**config.mk**
```make
export PLATFORM = sky130hd
export DESIGN_NAME = dmagate_chan
export DESIGN_NICKNAME = d
export VERILOG_FILES = /design/src/rtl/dmagate_pkg.sv /design/src/rtl/dmagate_ctl.sv /design/src/rtl/dmagate_gate.sv /design/src/rtl/dmagate_status.sv /design/src/rtl/dmagate_chan.sv
export SDC_FILE = /design/constraint.sdc
export NUM_CORES = 1
export LEC_CHECK = 0
export BUFFER_PORTS_ARGS = -buffer_cell sky130_fd_sc_hd__buf_2
export CAP_MARGIN = 20
export CORE_UTILIZATION = 38
export CTS_CLUSTER_DIAMETER = 30
export DETAILED_ROUTE_END_ITERATION = 12
export GPL_TIMING_DRIVEN = 0
export PLACE_DENSITY_LB_ADDON = 0.15
export SYNTH_ARGS = -nofsm -noshare
export SYNTH_HDL_FRONTEND = slang
export SYNTH_SLANG_ARGS = --single-unit
export TNS_END_PERCENT = 1
```
**constraint.sdc**
```tcl
create_clock -name clk -period 2 [get_ports clk]
set_input_delay 0.3 -clock clk [delete_from_list [all_inputs] [get_ports clk]]
set_output_delay 0.3 -clock clk [all_outputs]
set_load 0.01 [all_outputs]
```
**src/rtl/dmagate_pkg.sv**
```systemverilog
package dmagate_pkg;

  typedef enum logic [2:0] {
    STOP_RESET  = 3'd0,
    STOP_DONE   = 3'd1,
    STOP_ADDR   = 3'd2,
    STOP_PERIPH = 3'd3,
    STOP_PAUSE  = 3'd4
  } stop_code_e;

  localparam int CTL_EN     = 0;
  localparam int CTL_PAUSE  = 1;
  localparam int CTL_SWTRIG = 2;
  localparam int CTL_CLR    = 3;

  localparam int RD_CODE_LSB = 4;
  localparam int RD_CODE_W   = 3;
  localparam int RD_IEND     = 8;
  localparam int RD_IERR     = 9;
  localparam int RD_MIN_W    = RD_IERR + 1;

endpackage

```
**src/rtl/dmagate_ctl.sv**
```systemverilog
module dmagate_ctl
  import dmagate_pkg::*;
#(
  parameter int DATA_W = 16
) (
  input  logic              clk,
  input  logic              rst_n,
  input  logic              wr_en,
  input  logic [DATA_W-1:0] wr_data,
  input  logic              stop_evt,
  output logic              en_q,
  output logic              pause_q,
  output logic              en_nxt,
  output logic              pause_nxt,
  output logic              swtrig_pulse,
  output logic              irq_clr,
  output logic              pause_evt
);

  always_comb begin
    if (stop_evt)   en_nxt = 1'b0;
    else if (wr_en) en_nxt = wr_data[CTL_EN];
    else            en_nxt = en_q;
    pause_nxt    = wr_en ? wr_data[CTL_PAUSE] : pause_q;
    swtrig_pulse = wr_en & wr_data[CTL_SWTRIG];
    irq_clr      = wr_en & (wr_data[CTL_EN] | wr_data[CTL_CLR]);
    pause_evt    = en_nxt & pause_nxt & ~(en_q & pause_q);
  end

  always_ff @(posedge clk or negedge rst_n) begin
    if (!rst_n) begin
      en_q    <= 1'b0;
      pause_q <= 1'b0;
    end else begin
      en_q    <= en_nxt;
      pause_q <= pause_nxt;
    end
  end

  a_r9_stop_disables: assert property (@(posedge clk) disable iff (!rst_n)
    stop_evt |=> !en_q);

endmodule

```
**src/rtl/dmagate_gate.sv**
```systemverilog
module dmagate_gate (
  input  logic clk,
  input  logic rst_n,
  input  logic hw_req,
  input  logic swtrig_pulse,
  input  logic en_nxt,
  input  logic pause_nxt,
  input  logic start_ready,
  input  logic stop_evt,
  output logic start_valid,
  output logic busy_q
);

  logic pending_q;
  logic req_ok;
  logic handshake;

  always_comb begin
    req_ok    = (hw_req | swtrig_pulse) & en_nxt & ~pause_nxt & ~pending_q & ~busy_q;
    handshake = pending_q & start_ready;
  end

  assign start_valid = pending_q;

  always_ff @(posedge clk or negedge rst_n) begin
    if (!rst_n) begin
      pending_q <= 1'b0;
      busy_q    <= 1'b0;
    end else begin
      if (handshake)   pending_q <= 1'b0;
      else if (req_ok) pending_q <= 1'b1;
      if (handshake)     busy_q <= 1'b1;
      else if (stop_evt) busy_q <= 1'b0;
    end
  end

  a_r2_hold_offer: assert property (@(posedge clk) disable iff (!rst_n)
    start_valid && !start_ready |=> start_valid);

  a_r13_single_slot: assert property (@(posedge clk) disable iff (!rst_n)
    busy_q |=> !$rose(start_valid));

endmodule

```
**src/rtl/dmagate_status.sv**
```systemverilog
module dmagate_status
  import dmagate_pkg::*;
(
  input  logic       clk,
  input  logic       rst_n,
  input  logic       busy_q,
  input  logic       mv_done,
  input  logic       mv_addr_err,
  input  logic       mv_periph_err,
  input  logic       pause_evt,
  input  logic       irq_clr,
  output logic       stop_evt,
  output stop_code_e code_q,
  output logic       irq_end_q,
  output logic       irq_err_q
);

  logic       set_end;
  logic       set_err;
  stop_code_e code_d;

  always_comb begin
    stop_evt = busy_q & (mv_done | mv_addr_err | mv_periph_err);
    set_err  = busy_q & (mv_addr_err | mv_periph_err);
    set_end  = busy_q & mv_done & ~mv_addr_err & ~mv_periph_err;
    if (busy_q && mv_addr_err)        code_d = STOP_ADDR;
    else if (busy_q && mv_periph_err) code_d = STOP_PERIPH;
    else if (busy_q && mv_done)       code_d = STOP_DONE;
    else if (pause_evt)               code_d = STOP_PAUSE;
    else                              code_d = code_q;
  end

  always_ff @(posedge clk or negedge rst_n) begin
    if (!rst_n) begin
      code_q    <= STOP_RESET;
      irq_end_q <= 1'b0;
      irq_err_q <= 1'b0;
    end else begin
      code_q    <= code_d;
      irq_end_q <= set_end | (irq_end_q & ~irq_clr & ~set_err);
      irq_err_q <= set_err | (irq_err_q & ~irq_clr & ~set_end);
    end
  end

  a_r9_done_code: assert property (@(posedge clk) disable iff (!rst_n)
    busy_q && mv_done && !mv_addr_err && !mv_periph_err |=> code_q == STOP_DONE && irq_end_q);

  a_r11_addr_wins: assert property (@(posedge clk) disable iff (!rst_n)
    busy_q && mv_addr_err |=> code_q == STOP_ADDR && irq_err_q);

  a_r8_pause_silent: assert property (@(posedge clk) disable iff (!rst_n)
    pause_evt && !busy_q |=> code_q == STOP_PAUSE && !$rose(irq_end_q) && !$rose(irq_err_q));

  a_r12_err_level: assert property (@(posedge clk) disable iff (!rst_n)
    irq_err_q && !irq_clr |=> irq_err_q);

  a_r12_end_level: assert property (@(posedge clk) disable iff (!rst_n)
    irq_end_q && !irq_clr && !set_err |=> irq_end_q);

endmodule

```
**src/rtl/dmagate_chan.sv**
```systemverilog
module dmagate_chan
  import dmagate_pkg::*;
#(
  parameter int DATA_W = 16
) (
  input  logic              clk,
  input  logic              rst_n,
  input  logic              wr_en,
  input  logic [DATA_W-1:0] wr_data,
  output logic [DATA_W-1:0] rd_data,
  input  logic              hw_req,
  output logic              start_valid,
  input  logic              start_ready,
  input  logic              mv_done,
  input  logic              mv_addr_err,
  input  logic              mv_periph_err,
  output logic              irq_end,
  output logic              irq_err
);

  localparam int PAD_W = DATA_W - RD_MIN_W;

  logic       en_q, pause_q, en_nxt, pause_nxt;
  logic       swtrig_pulse, irq_clr, pause_evt;
  logic       stop_evt, busy_q;
  stop_code_e code_q;
  logic       irq_end_q, irq_err_q;

  dmagate_ctl #(.DATA_W(DATA_W)) u_ctl (
    .clk          (clk),
    .rst_n        (rst_n),
    .wr_en        (wr_en),
    .wr_data      (wr_data),
    .stop_evt     (stop_evt),
    .en_q         (en_q),
    .pause_q      (pause_q),
    .en_nxt       (en_nxt),
    .pause_nxt    (pause_nxt),
    .swtrig_pulse (swtrig_pulse),
    .irq_clr      (irq_clr),
    .pause_evt    (pause_evt)
  );

  dmagate_gate u_gate (
    .clk          (clk),
    .rst_n        (rst_n),
    .hw_req       (hw_req),
    .swtrig_pulse (swtrig_pulse),
    .en_nxt       (en_nxt),
    .pause_nxt    (pause_nxt),
    .start_ready  (start_ready),
    .stop_evt     (stop_evt),
    .start_valid  (start_valid),
    .busy_q       (busy_q)
  );

  dmagate_status u_status (
    .clk           (clk),
    .rst_n         (rst_n),
    .busy_q        (busy_q),
    .mv_done       (mv_done),
    .mv_addr_err   (mv_addr_err),
    .mv_periph_err (mv_periph_err),
    .pause_evt     (pause_evt),
    .irq_clr       (irq_clr),
    .stop_evt      (stop_evt),
    .code_q        (code_q),
    .irq_end_q     (irq_end_q),
    .irq_err_q     (irq_err_q)
  );

  generate
    if (PAD_W > 0) begin : g_pad
      assign rd_data[DATA_W-1:RD_MIN_W] = '0;
    end
  endgenerate

  assign rd_data[CTL_EN]     = en_q;
  assign rd_data[CTL_PAUSE]  = pause_q;
  assign rd_data[CTL_SWTRIG] = 1'b0;
  assign rd_data[CTL_CLR]    = 1'b0;
  assign rd_data[RD_CODE_LSB +: RD_CODE_W] = code_q;
  assign rd_data[7]          = 1'b0;
  assign rd_data[RD_IEND]    = irq_end_q;
  assign rd_data[RD_IERR]    = irq_err_q;
  assign irq_end = irq_end_q;
  assign irq_err = irq_err_q;

  a_r9_irq_exclusive: assert property (@(posedge clk) disable iff (!rst_n)
    !(irq_end && irq_err));

  a_r3_no_start_paused: assert property (@(posedge clk) disable iff (!rst_n)
    $rose(start_valid) |-> !pause_q);

  a_r5_start_needs_enable: assert property (@(posedge clk) disable iff (!rst_n)
    $rose(start_valid) |-> en_q);

endmodule

```
==> impl_metrics.py <==
metrics = {
    "worst_setup_path": {
        "path_class": "flop to output port",
        "worstSetupStartpointType": "flop",
        "reg2regPathDepth": 3,
        "crit_path_max_fanout": 4,
        "cp.arrival_ns": 0.92,
        "critical_path.reg2reg.startpoint": "u_ctl.pause_q$_DFF_PN0_",
        "ff2ff_setup_slack_ns": 1.00,
        "timing.critical_path.required_ns": 1.70,
        "rr_endpoint": "u_status.code_q[1]$_DFFE_PN0P_",
        "timing.critical_path.to_type": "output port",
    },
    "power": {
        "power_frac_clock": 0.249,
        "comb_power_share": 0.318,
        "net_switching_power_of_the_design_uw": 179,
        "leakage_nw": 0.389,
        "power.sequential.fraction": 0.433,
        "powerDensity_nw_per_um2": 833,
        "worst_ir_drop_vdd_v": 0.000416,
        "power.switching_fraction": 0.312,
        "post-layout-total-power_uw": 573,
        "internal_power_uw": 394,
    },
    "grt": {
        "globalRouteOverflowTotal": 0,
        "grt_max_degree": 10,
        "grt_usage": 0.165,
        "grt_antenna_before_repair": 0,
        "grt_pass1_wl_mm": 1.54,
        "grt_pass1_vias": 360,
    },
    "layout": {
        "share_of_post_route_cells_with_drive_strength_above_1": 0.471,
        "antenna_diodes": 0,
        "most_frequent_standard_cell_in_the_layout_excluding_fill_and_tap_cells": "sky130_fd_sc_hd__buf_2",
        "layout_common_cells": "sky130_fd_sc_hd__buf_2, sky130_fd_sc_hd__buf_4, sky130_fd_sc_hd__conb_1, sky130_fd_sc_hd__dfrtp_1, sky130_fd_sc_hd__o21ai_0",
        "finalNonFillerCells": 99,
        "areaGrowthSynthToFinish_pct": 37.8,
        "layout.filler_cells": 107,
        "finalNetCount": 110,
    },
    "sta": {
        "hold_viol": 0,
        "max_freq_mhz": 817,
        "final.min_clock_period_ns": 1.22,
        "finalHoldWorstSlack_ns": 0.253,
        "rsz_0062_raised_after_global_routing": "false",
        "finalClockSkew_ns": 0.00147,
        "layout_setup_ws_ns": 0.776,
        "final-setup-viol-count": 0,
        "accumulated_negative_setup_slack_ns": 0,
        "final_max_slew_viol_count": 0,
        "timing.final.crit_share": 0.612,
    },
    "synthesis": {
        "postSynthAreaPerCell_um2": 9.79,
        "post-synth-top-area-cell": "sky130_fd_sc_hd__dfrtp_1",
        "synthesis.yosys.warnings": 0,
        "synth.cell_area_um2": 499,
        "synth_sequential_area_ratio": 0.451,
        "ys_seq_elements": 9,
        "yosysUniqueCellTypes": 19,
        "synthCells": 51,
        "synth_top_area_frac": 0.451,
        "dominant_cells_by_area_after_synthesis": "sky130_fd_sc_hd__dfrtp_1, sky130_fd_sc_hd__buf_4, sky130_fd_sc_hd__o21ai_0, sky130_fd_sc_hd__nand2_1, sky130_fd_sc_hd__o41ai_2",
    },
    "floorplan": {
        "rows": 12,
        "dieArea_um2": 1460,
        "initial_utilization": 0.432,
        "core_area_um2": 1160,
        "die_width_um": 38.2,
        "die_h_um": 38.2,
        "ioPinCount": 43,
    },
    "routing": {
        "wirelength_um": 986,
        "drtIter0Drc": 7,
        "drc": 0,
        "ant_nets": 0,
        "vias_per_instance": 4.29,
        "drt-wirelength-per-cell_um": 9.96,
        "route.vias.total": 425,
        "dr.pass1.iters": 4,
    },
    "cts": {
        "cts_made_buffers": 3,
        "cts_repair_resize_count": 0,
        "cts_setup_buffers": 0,
        "clockRootBuffer": "sky130_fd_sc_hd__clkbuf_4",
        "tritoncts": "built",
        "clk_path_buf_depth": 2,
        "clk_pin_slew_ns": 0.06,
        "htree_levels": 1,
        "clkLatencyLatePin_ns": 0.26,
        "cts.hold.buffers_added": 1,
        "clock_sink_count": 9,
    },
    "worst_hold_path": {
        "worstHoldEndpoint": "u_gate.busy_q$_DFFE_PN0P_",
        "holdCritPathClass": "input port to flop",
        "hold_path.startpoint": "start_ready",
        "holdPathStages": 3,
    },
    "place": {
        "dp_cells": 94,
        "finalWeightedCongestion": 0.676,
        "buffer_ports.inserted": 21,
        "post-dp-hpwl_um": 802,
        "dp_slack_ns": 0.908,
    },
    "run_status": {
        "outcome": "complete, no violations",
    },
    "run": {
        "max_capacitance_violation_count": 0,
    },
}
==> through the flow <==
step / cell area (um^2) / util
after floorplan: 529 / -
after global placement: 652 / 0.564
after detailed placement: 652 / 0.564
after CTS: 688 / 0.595
after global routing: 688 / 0.595
final: 688 / 0.595
==> registers in the layout, summed over array words and instances (netlist names) <==
signal / cells
u_ctl.pause_q: 1
u_status.irq_err_q: 1
u_gate.busy_q: 1
u_status.code_q: 3
u_gate.start_valid: 1
u_ctl.en_q: 1
u_status.irq_end_q: 1
==> worst max path at each step <==
stage,from,end,slack (ns),cells after the start
after floorplan,mv_done,u_status.code_q[2]$_DFFE_PN0P_,1.09,2
after global placement,mv_done,u_status.code_q[2]$_DFFE_PN0P_,0.94,3
after detailed placement,hw_req,u_gate.start_valid$_DFFE_PN0P_,0.91,4
after CTS,u_ctl.pause_q$_DFF_PN0_,rd_data[1],0.77,2
after global routing,u_ctl.en_q$_DFF_PN0_,rd_data[0],0.74,2
final,u_ctl.pause_q$_DFF_PN0_,rd_data[1],0.78,2
==> Yosys cell counts <==
library cell                instances
sky130_fd_sc_hd__nor2_1             2
sky130_fd_sc_hd__o21ai_0            6
sky130_fd_sc_hd__a21oi_1            1
sky130_fd_sc_hd__a21boi_0           1
sky130_fd_sc_hd__a2bb2oi_1          1
sky130_fd_sc_hd__nand2_1            5
sky130_fd_sc_hd__nand2b_1           1
sky130_fd_sc_hd__nand3_1            2
sky130_fd_sc_hd__conb_1             1
sky130_fd_sc_hd__mux2i_1            1
sky130_fd_sc_hd__buf_4             13
sky130_fd_sc_hd__or3_1              1
sky130_fd_sc_hd__and2_1             1
sky130_fd_sc_hd__o41ai_2            1
sky130_fd_sc_hd__a22oi_1            2
sky130_fd_sc_hd__o21ba_2            1
sky130_fd_sc_hd__inv_1              1
sky130_fd_sc_hd__dfrtp_1            9
sky130_fd_sc_hd__mux2_2             1
==> cells by family (layout without fill, tap and decap cells) <==
| logic type | Yosys count | in the layout | share of synthesized area |
|---|---|---|---|
| muxes | 2 | 2 | 0.0426 |
| and+or+nand+nor | 12 | 12 | 0.110 |
| buffers and inverters | 14 | 40 | 0.203 |
| other | 1 | 9 | 0.00751 |
| AOI/OAI and AO/OA | 13 | 13 | 0.185 |
| DFF | 9 | 9 | 0.451 |
==> power groups by stage <==
stage          combinational, mW  clock [mW]  sequential (mW)
2_1_floorplan             0.0915           0            0.268
3_3_place_gp               0.177           0            0.252
3_5_place_dp               0.182           0            0.251
4_1_cts                    0.184       0.148            0.249
5_1_grt                    0.207       0.153            0.254
6_report                   0.182       0.143            0.248
==> cell type report <==
class                           instances  area, um^2  share of cell area
Sequential cell                         9         225               0.327
Multi-Input combinational cell         36         203               0.295
Timing Repair Buffer                   22         115               0.167
Buffer                                 13        97.6               0.142
Clock buffer                            4        26.3              0.0382
Tap cell                               14        17.5              0.0255
Inverter                                1        3.75             0.00545
==> metal layers <==
layer | part of all wire | GRT usage
met4 | 0.031 | 0.134
met1 | 0.35 | 0.178
met2 | 0.51 | 0.267
met5 | 0 | 0
met3 | 0.11 | 0.0465
==> critical path, cell delays in order, from the launching register on <==
cell and delay, ns:
sky130_fd_sc_hd__dfrtp_1 0.40, sky130_fd_sc_hd__buf_4 0.14, sky130_fd_sc_hd__buf_2 0.13
Power figures use the tool's default switching activity.
